===== config.mk =====
export PLATFORM = sky130hd
export DESIGN_NAME = cbuf_guard
export DESIGN_NICKNAME = d
export VERILOG_FILES = /design/src/rtl/cbuf_guard_pkg.sv /design/src/rtl/cbuf_guard_decide.sv /design/src/rtl/cbuf_guard_status.sv /design/src/rtl/cbuf_guard.sv
export SDC_FILE = /design/constraint.sdc
export NUM_CORES = 1
export LEC_CHECK = 0
export BUFFER_PORTS_ARGS = -buffer_cell sky130_fd_sc_hd__clkbuf_2
export CORE_UTILIZATION = 30
export DETAILED_ROUTE_END_ITERATION = 12
export SLEW_MARGIN = 20
export SYNTH_ARGS = -nofsm -noshare
export SYNTH_HDL_FRONTEND = slang
export SYNTH_HIERARCHICAL = 1
export SYNTH_SLANG_ARGS = --single-unit

===== constraint.sdc =====
create_clock -name clk -period 1.2 [get_ports clk]
set_input_delay 0.24 -clock clk [delete_from_list [all_inputs] [get_ports clk]]
set_output_delay 0.24 -clock clk [all_outputs]
set_load 0.03 [all_outputs]

===== src/rtl/cbuf_guard_pkg.sv =====
package cbuf_guard_pkg;
  localparam int NUM_FLAGS = 5;
  localparam int FLG_LOCK  = 4;
  localparam int FLG_STALL = 3;
  localparam int FLG_EARLY = 2;
  localparam int FLG_OVW   = 1;
  localparam int FLG_INIT  = 0;
  typedef logic [NUM_FLAGS-1:0] flags_t;
endpackage


===== src/rtl/cbuf_guard_decide.sv =====
module cbuf_guard_decide
  import cbuf_guard_pkg::*;
#(
  parameter int PTR_W = 16
) (
  input  logic [PTR_W-1:0] dev_ptr_i,
  input  logic [PTR_W-1:0] usr_ptr_i,
  input  logic [PTR_W-1:0] buf_end_i,
  input  logic             usr_lock_i,
  input  logic             ovw_en_i,
  input  logic             usr_written_i,
  input  logic             dir_push_i,
  output logic             grant_n_o,
  output flags_t           set_n_o
);
  logic [PTR_W-1:0] next_ptr;
  logic hit_bnd, near_bnd, override;

  assign next_ptr = dev_ptr_i + PTR_W'(1);
  assign hit_bnd  = (dev_ptr_i == buf_end_i) || (dev_ptr_i == usr_ptr_i);
  assign near_bnd = (next_ptr == buf_end_i) || (next_ptr == usr_ptr_i);
  assign override = dir_push_i && ovw_en_i;

  always_comb begin
    set_n_o   = '0;
    grant_n_o = 1'b1;
    if (usr_lock_i) begin
      grant_n_o         = 1'b0;
      set_n_o[FLG_LOCK] = 1'b1;
    end else begin
      if (!dir_push_i && !usr_written_i) set_n_o[FLG_INIT] = 1'b1;
      if (override) begin
        if (hit_bnd || near_bnd) set_n_o[FLG_OVW] = 1'b1;
      end else if (hit_bnd) begin
        grant_n_o          = 1'b0;
        set_n_o[FLG_STALL] = 1'b1;
      end else if (near_bnd) begin
        set_n_o[FLG_EARLY] = 1'b1;
      end
    end
  end
endmodule


===== src/rtl/cbuf_guard_status.sv =====
module cbuf_guard_status
  import cbuf_guard_pkg::*;
(
  input  logic   clk,
  input  logic   rst_n,
  input  logic   eval_i,
  input  flags_t set_i,
  input  logic   clr_we_i,
  input  flags_t clr_bits_i,
  input  flags_t irq_mask_i,
  output flags_t flags_o,
  output logic   irq_o
);
  flags_t flag_q, flag_d;

  for (genvar i = 0; i < NUM_FLAGS; i++) begin : g_flag
    always_comb begin
      flag_d[i] = flag_q[i];
      if (clr_we_i && clr_bits_i[i]) flag_d[i] = 1'b0;
      if (eval_i && set_i[i])        flag_d[i] = 1'b1;
    end

    always_ff @(posedge clk or negedge rst_n) begin
      if (!rst_n) flag_q[i] <= 1'b0;
      else        flag_q[i] <= flag_d[i];
    end

    AST_STICKY_HOLD: assert property (@(posedge clk) disable iff (!rst_n)
      (flag_q[i] && !(clr_we_i && clr_bits_i[i])) |=> flag_q[i]);
    AST_W1C_CLEARS: assert property (@(posedge clk) disable iff (!rst_n)
      (clr_we_i && clr_bits_i[i] && !eval_i) |=> !flag_q[i]);
  end

  assign flags_o = flag_q;
  assign irq_o   = |(flag_q & irq_mask_i);
endmodule


===== src/rtl/cbuf_guard.sv =====
module cbuf_guard
  import cbuf_guard_pkg::*;
#(
  parameter int PTR_W = 16
) (
  input  logic             clk,
  input  logic             rst_n,
  input  logic             eval_i,
  input  logic [PTR_W-1:0] dev_ptr_i,
  input  logic [PTR_W-1:0] usr_ptr_i,
  input  logic [PTR_W-1:0] buf_end_i,
  input  logic             usr_lock_i,
  input  logic             ovw_en_i,
  input  logic             usr_written_i,
  input  logic             dir_push_i,
  input  logic             clr_we_i,
  input  logic [4:0]       clr_bits_i,
  input  logic [4:0]       irq_mask_i,
  output logic             grant_o,
  output logic [4:0]       status_o,
  output logic             irq_o
);
  logic   grant_n, grant_d, grant_q;
  flags_t set_n, flags;

  cbuf_guard_decide #(.PTR_W(PTR_W)) decide_i (
    .dev_ptr_i     (dev_ptr_i),
    .usr_ptr_i     (usr_ptr_i),
    .buf_end_i     (buf_end_i),
    .usr_lock_i    (usr_lock_i),
    .ovw_en_i      (ovw_en_i),
    .usr_written_i (usr_written_i),
    .dir_push_i    (dir_push_i),
    .grant_n_o     (grant_n),
    .set_n_o       (set_n)
  );

  cbuf_guard_status status_i (
    .clk        (clk),
    .rst_n      (rst_n),
    .eval_i     (eval_i),
    .set_i      (set_n),
    .clr_we_i   (clr_we_i),
    .clr_bits_i (clr_bits_i),
    .irq_mask_i (irq_mask_i),
    .flags_o    (flags),
    .irq_o      (irq_o)
  );

  always_comb begin
    grant_d = grant_q;
    if (eval_i) grant_d = grant_n;
  end

  always_ff @(posedge clk or negedge rst_n) begin
    if (!rst_n) grant_q <= 1'b0;
    else        grant_q <= grant_d;
  end

  assign grant_o  = grant_q;
  assign status_o = flags;

  AST_LOCK_DENY: assert property (@(posedge clk) disable iff (!rst_n)
    (eval_i && usr_lock_i) |=> (!grant_o && status_o[FLG_LOCK]));
  AST_STALL_DENY: assert property (@(posedge clk) disable iff (!rst_n)
    (eval_i && !usr_lock_i && !(dir_push_i && ovw_en_i) &&
     ((dev_ptr_i == buf_end_i) || (dev_ptr_i == usr_ptr_i))) |=> !grant_o);
  AST_OVERRIDE_GRANT: assert property (@(posedge clk) disable iff (!rst_n)
    (eval_i && !usr_lock_i && dir_push_i && ovw_en_i) |=> grant_o);
  AST_GRANT_HOLD: assert property (@(posedge clk) disable iff (!rst_n)
    !eval_i |=> $stable(grant_o));
  AST_IRQ_SOURCE: assert property (@(posedge clk) disable iff (!rst_n)
    irq_o |-> ((status_o & irq_mask_i) != 5'd0));
endmodule


Word-level counts from Yosys, hierarchy flattened:

Index checks and enable logic that the tools add are counted.

* register bits: 6
* output and inout bits: 7
* word-level logic and storage cells: 57

* mux-type cells: 22
* reduce and logical (&&, ||, !) cells: 23
* bitwise operators: 1
* eq/ne operators: 4
* add/subtract/negate cells: 1

Operators with widths (count)
* equality test 16 bit: 4
* two-way mux 1 bit: 20
* adder 16 x 1 -> 16 bit, second input constant: 1
* logical AND 1 bit: 12
* nonzero test 2 bit: 5
* AND 5 bit: 1
* OR reduction 5 bit: 1
* two-way mux 4 bit: 1
* logical OR 1 bit: 3
* zero test 1 bit: 2
* two-way mux 2 bit: 1

Longest topological paths before layout:

* depth after elaboration: 9
* depth in mapped cells: 10
* mapped depth without buffers: 9

Hierarchy:

Netlist, hierarchy kept.

By module, submodules not included
* cbuf_guard_decide: cells an instance 164, instances 1, seq. area each 0.0 um^2, area an instance 1133.6 um^2
* cbuf_guard_status: cells an instance 18, instances 1, seq. area each 125.1 um^2, area an instance 210.2 um^2
* cbuf_guard: cells an instance 2, instances 1, seq. area each 25.0 um^2, area an instance 40.0 um^2

Worst setup path before layout:

No wires, ideal clock.

* path type: input -> register
* from: in dev_ptr_i[0]
* to: reg status_i.flag_q[1] (netlist: status_i/flags_o[1])
* cell stages on the path: 10
* data arrival time: 2.074 ns
* path slack: -0.940 ns
* path buffers: 1
* required time: 1.134 ns
* path through: ha_1 buf_2 nand4_1 or4_1 o21ai_1 a21boi_1 o22ai_1 o2111ai_1 a311oi_2 a22o_1

* word-level cells in the longest chain between the ends: 9
* elaborated cells between the ends (all ways): 14
* classes of those cells: 1 x add/sub; 4 x eq/ne; 4 x mux; 5 x reduce/logical

RTL lines
* start: declaration: line cbuf_guard.sv:9 `input logic [PTR_W-1:0] dev_ptr_i,`
* adder 16 x 1 -> 16 bit: line cbuf_guard_decide.sv:19 `assign next_ptr = dev_ptr_i + PTR_W'(1);`
* equality test 16 bit: line cbuf_guard_decide.sv:21 `assign near_bnd = (next_ptr == buf_end_i) || (next_ptr == usr_ptr_i);`
* logical OR 1 bit: line cbuf_guard_decide.sv:21
* logical OR 1 bit (*): line cbuf_guard_decide.sv:33 `if (hit_bnd || near_bnd) set_n_o[FLG_OVW] = 1'b1;`
* two-way mux 1 bit (*): line cbuf_guard_decide.sv:33
* two-way mux 1 bit (*): line cbuf_guard_decide.sv:32 `if (override) begin`
* two-way mux 4 bit (*): line cbuf_guard_decide.sv:27 `if (usr_lock_i) begin`
* via set_n[1]: line cbuf_guard.sv:24 `flags_t set_n, flags;`
* logical AND 1 bit (*): line cbuf_guard_status.sv:20 `if (eval_i && set_i[i]) flag_d[i] = 1'b1;`
* two-way mux 1 bit or nonzero test 2 bit (tied branches)
* end signal: indexed assignment: line cbuf_guard_status.sv:25 `else flag_q[i] <= flag_d[i];`
* end: declaration: line cbuf_guard_status.sv:14 `flags_t flag_q, flag_d;`

Mark *: on every way through the listed nets, which the timed path passes. The rest lies on a longest branch.
A chain may end at the register's enable or synchronous reset.

Worst setup path after layout:

Same ends and word-level chain as after synthesis.

==> impl_metrics.ini <==
[worst_setup_path]
cp_cell_sequence = clkbuf_8, ha_4, nand4_1, or4_4, o21ai_2, a21boi_2, o22ai_1, o2111ai_2, a311oi_2, a22o_1
worst-path-max-fanout = 3
cp_slowest_cell = or4_4
cp.arrival_ps = 2110
cp_top_family = compound AO/OA/AOI/OAI gates
crit_required_ps = 1360
cp-start-kind = input port
reg2reg_from = status_i/flags_o[0]$_DFFE_PN0P_
critPathMaxStageDelay_ps = 560
cp-end-kind = register
r2r_cells = 2
crit_buf_inv = 1
path_class = in -> reg
reg2reg_to = status_i/flags_o[0]$_DFFE_PN0P_
r2r_slack_ps = 330

[drt]
vias_per_cell = 5.16
wl_per_cell_um = 14.1
drt_first_pass_iters = 4
initialDrtViolationCount = 68
drc = 0
wl_mm = 5.03
antenna_left = 0
vias = 1849

[die]
fp.dieArea_mm2 = 0.00489
die_w_um = 69.9
row_count = 24
coreArea_mm2 = 0.00438
start_util = 0.316
io_pins = 73
dieHeight_um = 69.9

[cts]
worstSkewPairLatency_ps = 220
path_clk_slew_ps = 40
post_cts_buffers = 0
numCtsBuffers = 3
clock_sinks = 6
root_buffer = clkbuf_8
htreeDepth = 1
clockBufferDepth = 2
tritoncts = done

[timing]
fin_crit_sh = 1.63
setup_viol = 5
hold_viol_final = 0
setup_ws_ps = -755
hold_ws_ps = 293
worstMarginPinSlew_ps = 327
fin_crit_ps = 1950
final_max_slew_viol_count = 0
max_freq_ghz = 0.512
fin_skew_ps = 0
rsz0062_at_grt = true
slew_headroom = 0.779

[global_route]
grt.busiest_layer = met2
grt_util_all_layers = 0.205
first_global_vias = 1846
grt_pass1_wl_mm = 8.15
grt_max_degree = 10
met3_usage = 0.0173
met1_usage = 0.261
antenna_found_initial = 0
use_met2 = 0.380
grt_overflow = 0

[synth]
synthCells = 184
yosysWarnings = 6
async_flop_share = 1.00
syn-num-nets = 251
synth_seq_area_share = 0.108
synth_edf_count = 0
syn_area_per_cell_um2 = 7.52
synth-seq-cells = 6
netlist_area_mm2 = 0.00138
ys_types = 43
synthFlopType = dfrtp_1

[placed_design]
port_buffers = 72
post-place-cells = 353
place_hpwl_mm = 4.38
place.gp.congestion = 0.922
place_ws_ps = -1010

[layout]
drive_above_1_share = 0.529
final_nets = 374
nFillCells = 417
areaGrowthSynthToFinish_pct = 73.3
finalNonFillerCells = 358
final_common_cell = clkbuf_2
diodes = 0
final_cell_mix = clkbuf_2, buf_4, xor2_1, xnor2_1, nand2_1

[worst_hold_path]
hold_path.class = in -> reg
min_to = status_i/flags_o[0]$_DFFE_PN0P_
hp-start = clr_bits_i[0]
worstHoldPathCells = 3

[pwr]
powerDensity_mw_per_mm2 = 569
peakVddDrop_v = 0.000294
p_leak_nw = 1.09

[status]
status = complete, but fails checks
violations = setup timing

[job]
maxCapViolCount = 0
-- worst max path at each step --
stage | slack [ps] | from | cells past startpoint | endpoint
5_1_grt | -850 | dev_ptr_i[11] | 9 | status_i/flags_o[1]$_DFFE_PN0P_
6_report | -750 | dev_ptr_i[0] | 10 | status_i/flags_o[1]$_DFFE_PN0P_
2_1_floorplan | -880 | dev_ptr_i[0] | 10 | status_i/flags_o[1]$_DFFE_PN0P_
3_3_place_gp | -930 | dev_ptr_i[0] | 10 | status_i/flags_o[1]$_DFFE_PN0P_
3_5_place_dp | -1010 | dev_ptr_i[0] | 10 | status_i/flags_o[1]$_DFFE_PN0P_
4_1_cts | -770 | dev_ptr_i[0] | 10 | status_i/flags_o[1]$_DFFE_PN0P_
-- layout make-up --
type,count,area [µm²],area share
clock buffer,4,45.0,0.0188
inverter,1,3.75,0.00156
multi-input combinational,165,1290,0.540
sequential,6,153,0.0636
tap,52,65.1,0.0271
timing repair buffer,130,837,0.349
-- worst register-to-register path, cell delays in order (launching register included) --
cell and delay [ps]:
dfrtp_2 400, buf_4 140, a22o_2 210
-- kinds of logic after synthesis --
kind of cell / after synthesis / share of synthesized area
AND/OR/NAND/NOR: 73 / 0.293
XOR/XNOR: 52 / 0.335
AO/OA/AOI/OAI: 37 / 0.187
buffers and inverters: 13 / 0.0497
flip-flops: 6 / 0.108
multiplexers: 2 / 0.0181
adder cells (fa/ha/maj): 1 / 0.00904
-- sequential cells by signal, indices dropped and copies added, names as in the netlist --
register / flops
status_i/flags_o: 5
grant_o: 1
-- where the power goes --
part,internal (mW),switching [mW],leakage [nW],total [mW]
Clock,0.229,0.0890,0.0228,0.318
Combinational,0.420,0.405,0.996,0.825
Sequential,0.215,0.00666,0.0750,0.222
Total,0.864,0.501,1.09,1.36
-- Yosys cell counts, types with 3 or more instances --
cell type	n	share of area
a21oi_1	10	0.036
a22o_1	4	0.025
a22oi_1	3	0.016
and3_1	3	0.014
buf_2	7	0.025
buf_4	3	0.016
dfrtp_1	6	0.11
nand2_1	14	0.038
nand3_1	8	0.029
nand4_1	7	0.032
nor2_1	13	0.035
nor3_1	8	0.029
nor4_1	5	0.023
o211ai_1	4	0.022
o31ai_1	3	0.016
xnor2_1	24	0.15
xor2_1	27	0.17
-- repair_timing --
item | CTS | global route
resized for setup | 12 | 10
endpoints found under the setup margin | 5 | 5
pin swaps | 5 | 6
hold buffers | 1 | 0
hold endpoints to repair | 6 | 0
-- routing by layer --
| metal | up-vias | part of all wire |
|---|---|---|
| met4 | 0 | 0.00099 |
| met1 | 865 | 0.43 |
| li1 | 920 | - |
| met3 | 2 | 0.055 |
| met2 | 62 | 0.51 |
| met5 | - | 0 |
-- stage by stage --
stage / setup TNS, ps / area [µm²] / util / power [mW]
2_1_floorplan: -2470 / 1460 / - / 0.616
3_3_place_gp: -3450 / 2210 / 0.505 / 0.988
3_5_place_dp: -3600 / 2210 / 0.505 / 0.992
4_1_cts: -2520 / 2340 / 0.534 / 1.35
5_1_grt: -3110 / 2400 / 0.547 / 1.45
6_report: -2730 / 2400 / 0.547 / 1.36
Note: power is estimated with default switching activity, not from simulation.
